$ cat src/rtl/x917_pkg.sv
package x917_pkg;
  localparam int NSLOT  = 3;
  localparam int SLOT_S = 0;
  localparam int SLOT_R = 1;
  localparam int SLOT_V = 2;
  localparam int STEPW  = $clog2(NSLOT);

  typedef logic [STEPW-1:0] step_t;

  typedef enum logic [1:0] {
    PH_IDLE = 2'd0,
    PH_WAIT = 2'd1,
    PH_NEXT = 2'd2
  } phase_t;
endpackage

$ cat src/rtl/x917_ctrl.sv
module x917_ctrl
  import x917_pkg::*;
(
  input  logic             clk,
  input  logic             rst,
  input  logic             seed_load,
  input  logic             gen_req,
  input  logic             ciph_done,
  output logic             launch,
  output logic             load_v,
  output step_t            step,
  output logic [NSLOT-1:0] wr,
  output logic             waiting,
  output logic             seeded,
  output logic             start_q,
  output logic             valid_q
);
  phase_t phase;
  logic   take;

  always_comb begin
    load_v  = (phase == PH_IDLE) && seed_load;
    launch  = ((phase == PH_IDLE) && gen_req && seeded && !seed_load) ||
              (phase == PH_NEXT);
    waiting = (phase == PH_WAIT);
    take    = waiting && ciph_done;
    wr      = '0;
    for (int i = 0; i < NSLOT; i++) begin
      if (take && (step == step_t'(i))) wr[i] = 1'b1;
    end
    if (load_v) wr[SLOT_V] = 1'b1;
  end

  always_ff @(posedge clk) begin
    if (rst) begin
      phase   <= PH_IDLE;
      step    <= '0;
      seeded  <= 1'b0;
      start_q <= 1'b0;
      valid_q <= 1'b0;
    end else begin
      start_q <= launch;
      valid_q <= take && (step == step_t'(NSLOT-1));
      if (load_v) seeded <= 1'b1;
      unique case (phase)
        PH_IDLE: begin
          if (launch) begin
            phase <= PH_WAIT;
            step  <= '0;
          end
        end
        PH_WAIT: begin
          if (ciph_done) begin
            if (step == step_t'(NSLOT-1)) begin
              phase <= PH_IDLE;
              step  <= '0;
            end else begin
              phase <= PH_NEXT;
              step  <= step + step_t'(1);
            end
          end
        end
        PH_NEXT: phase <= PH_WAIT;
        default: phase <= PH_IDLE;
      endcase
    end
  end
endmodule

$ cat src/rtl/x917_slots.sv
module x917_slots
  import x917_pkg::*;
#(
  parameter int W = 64
) (
  input  logic                    clk,
  input  logic                    rst,
  input  logic [NSLOT-1:0]        wr,
  input  logic                    load_v,
  input  logic [W-1:0]            seed,
  input  logic [W-1:0]            dout,
  output logic [NSLOT-1:0][W-1:0] q
);
  for (genvar g = 0; g < NSLOT; g++) begin : g_slot
    logic [W-1:0] nxt;
    if (g == SLOT_V) begin : g_seedmux
      assign nxt = load_v ? seed : dout;
    end else begin : g_plain
      assign nxt = dout;
    end
    always_ff @(posedge clk) begin
      if (rst)        q[g] <= '0;
      else if (wr[g]) q[g] <= nxt;
    end
  end
endmodule

$ cat src/rtl/x917_feed.sv
module x917_feed
  import x917_pkg::*;
#(
  parameter int W = 64
) (
  input  logic         clk,
  input  logic         rst,
  input  logic         launch,
  input  step_t        step,
  input  logic [W-1:0] tstamp,
  input  logic [W-1:0] s_val,
  input  logic [W-1:0] r_val,
  input  logic [W-1:0] v_val,
  output logic [W-1:0] din_q
);
  logic [W-1:0] operand;

  always_comb begin
    unique case (step)
      step_t'(0): operand = tstamp;
      step_t'(1): operand = s_val ^ v_val;
      default:    operand = s_val ^ r_val;
    endcase
  end

  always_ff @(posedge clk) begin
    if (rst)         din_q <= '0;
    else if (launch) din_q <= operand;
  end
endmodule

$ cat src/rtl/x917_prng_seq.sv
module x917_prng_seq
  import x917_pkg::*;
#(
  parameter int W = 64
) (
  input  logic         clk,
  input  logic         rst,
  input  logic         seed_load,
  input  logic [W-1:0] seed_in,
  input  logic         gen_req,
  input  logic [W-1:0] tstamp,
  output logic         ciph_start,
  output logic [W-1:0] ciph_din,
  input  logic         ciph_done,
  input  logic [W-1:0] ciph_dout,
  output logic         rnd_valid,
  output logic [W-1:0] rnd_out
);
  logic                    launch;
  logic                    load_v;
  step_t                   step;
  logic [NSLOT-1:0]        wr;
  logic                    waiting;
  logic                    seeded;
  logic [NSLOT-1:0][W-1:0] slot_q;
  logic [W-1:0]            s_q;
  logic [W-1:0]            r_q;
  logic [W-1:0]            v_q;

  x917_ctrl u_ctrl (
    .clk      (clk),
    .rst      (rst),
    .seed_load(seed_load),
    .gen_req  (gen_req),
    .ciph_done(ciph_done),
    .launch   (launch),
    .load_v   (load_v),
    .step     (step),
    .wr       (wr),
    .waiting  (waiting),
    .seeded   (seeded),
    .start_q  (ciph_start),
    .valid_q  (rnd_valid)
  );

  x917_slots #(.W(W)) u_slots (
    .clk   (clk),
    .rst   (rst),
    .wr    (wr),
    .load_v(load_v),
    .seed  (seed_in),
    .dout  (ciph_dout),
    .q     (slot_q)
  );

  assign s_q = slot_q[SLOT_S];
  assign r_q = slot_q[SLOT_R];
  assign v_q = slot_q[SLOT_V];

  x917_feed #(.W(W)) u_feed (
    .clk   (clk),
    .rst   (rst),
    .launch(launch),
    .step  (step),
    .tstamp(tstamp),
    .s_val (s_q),
    .r_val (r_q),
    .v_val (v_q),
    .din_q (ciph_din)
  );

  assign rnd_out = r_q;
endmodule

$ cat config.mk
export PLATFORM = sky130hd
export DESIGN_NAME = x917_prng_seq
export DESIGN_NICKNAME = d
export VERILOG_FILES = /design/src/rtl/x917_pkg.sv /design/src/rtl/x917_ctrl.sv /design/src/rtl/x917_slots.sv /design/src/rtl/x917_feed.sv /design/src/rtl/x917_prng_seq.sv
export SDC_FILE = /design/constraint.sdc
export NUM_CORES = 1
export LEC_CHECK = 0
export ABC_AREA = 1
export BUFFER_PORTS_ARGS = -buffer_cell sky130_fd_sc_hd__clkbuf_2
export CORE_UTILIZATION = 55
export CTS_CLUSTER_DIAMETER = 120
export DETAILED_ROUTE_END_ITERATION = 10
export GPL_ROUTABILITY_DRIVEN = 0
export MAX_ROUTING_LAYER = met4
export PLACE_DENSITY = 0.94
export SLEW_MARGIN = 20
export SYNTH_ARGS = -nofsm -noshare
export SYNTH_HDL_FRONTEND = slang
export SYNTH_SLANG_ARGS = --single-unit
$ cat constraint.sdc
create_clock -name clk -period 2.7 [get_ports clk]
set_input_delay 0.54 -clock clk [delete_from_list [all_inputs] [get_ports clk]]
set_output_delay 0.54 -clock clk [all_outputs]
set_load 0.02 [all_outputs]
==> impl_results.md <==
- Drt drc: 0
- Largest net degree at the start of global routing: 190
- CTS Buf Count: 29
- Initial Util: 0.5608
- CP dominant cell by count: nand2_4
- Hold buffers post-CTS: 0
- Area of the multi-input gates: 6236 µm²
- Vias per cell: 5.444
- Switching part of the total: 0.2948
- Cell Area, Placed: 14780 µm²
- Hold path startpoint: ciph_dout[55]
- Max Fanout on Critical Path: 27
- Root buf cell: clkbuf_16
- Layout cells sized above 1: 0.1820
- Status: finished clean
- I/O Buffers: 326
- Synth top area cells: dfxtp_1 (39%), nand3_1 (12%), nand2_1 (11%), a21oi_1 (7.3%), nor2_1 (7.0%)
- Yosys warnings: 0
- Number of global-route vias before repair: 13460
- Endpoints failing hold: 0
- Slowest-stage cell, CP: inv_2
- Std cell rows: 57
- Final WL: 38820 µm
- Cell variety after synth: 24
- Combinational Power Share: 0.179
- Syn Std Cell Area: 13600 µm²
- Hold Path Sink: u_slots.q[183]$_SDFFE_PP0P_
- CP required: 3.17 ns
- Sequential power share: 0.427
- Post-synthesis async set-or-reset flop share: 0
- Syn Inst Count: 2108
- First-pass GRT wire length: 63180 µm
- CP bufs+invs: 1
- Area Overhead vs Synth: 15.74%
- Die W: 159.2 µm
- Iter 0 DRT Violations: 1281
- Final TNS setup: 0 ns
- CTS Buffer Depth: 3
- DR pass1 iterations: 6
- Cell family with most CP delay: simple AND/OR/NAND/NOR gates
- Post-DP HPWL: 25280 µm
- Synth Register Bits: 263
- Top Ports: 327
- CTS tree: built
- Hold Crit Class: in -> reg
- RSZ-0062 raised after global routing: no
- Tot GR Track Use: 0.3066
- EDFF count, synth: 0
- Synth top cells by count: nand2_1 (413), nand3_1 (321), dfxtp_1 (263), nor2_1 (253), inv_1 (236)
- Cts repair resizes: 0
- Synth area leader: dfxtp_1
- Crit path kind: reg -> reg
- Reg-to-Reg End: u_slots.q[164]$_SDFFE_PP0P_
- Sw power: 2.984 mW
- H-Tree Level Count: 1
- Reg2reg start: u_ctrl.phase[0]$_SDFFE_PP0P_
- Syn_area_per_cell: 6.451 µm²
- Nature of the critical path startpoint: flip-flop
- Layout Nets: 2475
- Pins Over Slew Limit: 0
- Antenna violations before repair: 1
- Hold depth: 3
- Most instantiated library cell after synthesis: nand2_1
- Max capacitance violation total: 0
- # clock sinks: 263
- Vias: 14270
- FF-to-FF setup slack: 0.81 ns
- Syn nets: 2305
- CP Cell Sequence: nor2_2 > nand2_4 > nand2_4 > inv_2 > nand2_1 > a21oi_1
- Pint: 7.136 mW
- Crit path capture type: flip-flop
- Slew @ Worst Pin: 0.7524 ns
- Top cell type's share of synthesized area: 0.3872
- Cells on worst reg2reg path: 6
- Crit-path max cell delay: 0.49 ns
- Sequential share of the synthesized area: 0.3872
- Pwr/cell area: 643.0 nW/µm²
- Final period util: 0.7009
- Grt total ovfl: 0
- F_max: 528.4 MHz
- Final Critical Period: 1.892 ns
- Clock power frac: 0.394
- Die Area: 25360 µm²
- Worst-path clk slew: 0.06 ns
- Die Y: 159.2 µm
- # fillers: 2086
- Post-CTS Setup Bufs: 0
- Post-DRT Antenna Nets: 0
- Worst rel slew slack: 0.4984
- Clock Latency Late Sink: 0.55 ns
- Arr. time, crit path: 2.37 ns
- Core area: 24250 µm²
- Finished Cell Area: 15740 µm²
- Pleak: 6.905 nW
- Final setup viols: 0
- Register area: 5269 µm²
- VDD IR-drop max: 0.0004867 V
- Ys flop type: dfxtp_1
- Worst Skew: 0.01236 ns
- Routed WL per cell: 14.81 µm
[placed cells by master, fill, tap and decap left out, drive strengths merged, types with 3 or more instances in the layout]
master / netlist / routed
clkinv: 1 / 5
nor2: 257 / 257
clkbuf: 41 / 360
o21a: 7 / 7
a21oi: 198 / 198
o21ai: 188 / 188
inv: 240 / 242
dfxtp: 263 / 263
nand2: 417 / 417
buf: 171 / 26
nand3: 323 / 323
bufinv: 0 / 3
clkinvlp: 0 / 6
[worst register-to-register path, stage by stage (launching register included)]
cell and delay [ns]:
dfxtp_1 0.42, nor2_2 0.09, nand2_4 0.28, nand2_4 0.29
inv_2 0.49, nand2_1 0.11, a21oi_1 0.15
[power groups by stage]
stage | clock [mW] | combinational (mW) | sequential, mW
6_report | 3.99 | 1.81 | 4.32
5_1_grt | 4.22 | 2.01 | 4.34
4_1_cts | 4.02 | 1.80 | 4.31
3_5_place_dp | 0 | 1.78 | 4.40
3_3_place_gp | 0 | 1.73 | 4.38
2_1_floorplan | 0 | 1.12 | 4.49
[worst max-delay path by stage]
stage / start / to / slack [ns] / cells past startpoint
finish: u_ctrl.phase[0]$_SDFFE_PP0P_ / u_slots.q[164]$_SDFFE_PP0P_ / 0.81 / 6
global placement: ciph_done / u_slots.q[145]$_SDFFE_PP0P_ / 0.72 / 8
floorplan: ciph_done / u_slots.q[101]$_SDFFE_PP0P_ / 1.26 / 7
CTS: u_ctrl.phase[0]$_SDFFE_PP0P_ / u_slots.q[164]$_SDFFE_PP0P_ / 0.80 / 6
global route: u_ctrl.phase[0]$_SDFFE_PP0P_ / u_slots.q[160]$_SDFFE_PP0P_ / 0.64 / 6
detailed placement: ciph_done / u_slots.q[147]$_SDFFE_PP0P_ / 0.61 / 8
[logic make-up (layout without fill, tap and decap cells)]
logic type | count (synthesis) | count (layout) | share of synthesized area
DFF | 263 | 263 | 0.3872
other | 0 | 1 | 0
buffers and inverters | 453 | 642 | 0.1577
AOI/OAI and AO/OA | 393 | 393 | 0.1459
and+or+nand+nor | 999 | 999 | 0.3092
[layer usage]
layer | global-route usage | part of all wire | vias to the layer above
met3 | 0.04480 | 0.082 | 121
met1 | 0.3655 | 0.40 | 6475
met4 | 0.1552 | 0.044 | 0
li1 | - | - | 6996
met5 | - | 0 | -
met2 | 0.5048 | 0.47 | 681
[registers in the layout (all words and copies together), names as in the netlist]
name and count:
u_slots.q 192, u_feed.din_q 64, u_ctrl.phase 2, u_ctrl.step 2, u_ctrl.seeded 1, u_ctrl.start_q 1, u_ctrl.valid_q 1
[stage by stage]
step | util | setup WS [ns] | hold slack [ns] | total power [mW] | cells
6_report | 0.6491 | 0.8076 | 0.2118 | 10.12 | 2622
5_1_grt | 0.6491 | 0.6372 | 0.2111 | 10.58 | 2622
4_1_cts | 0.6490 | 0.8024 | 0.2032 | 10.13 | 2621
3_5_place_dp | 0.6095 | 0.6137 | 0.4551 | 6.179 | 2571
3_3_place_gp | 0.6095 | 0.7161 | 0.4517 | 6.113 | 2571
2_1_floorplan | - | 1.261 | 0.4405 | 5.611 | 2108
[area by class of cell]
class / instances / area share
Clock inverter: 15 / 0.01073
Antenna cell: 1 / 0.0001590
Timing Repair Buffer: 351 / 0.1245
Inverter: 241 / 0.05779
Sequential cell: 263 / 0.3348
Clock buffer: 35 / 0.05008
Tap cell: 324 / 0.02576
Multi-Input combinational cell: 1392 / 0.3962
No activity file was read; power rests on OpenSTA's default activity.
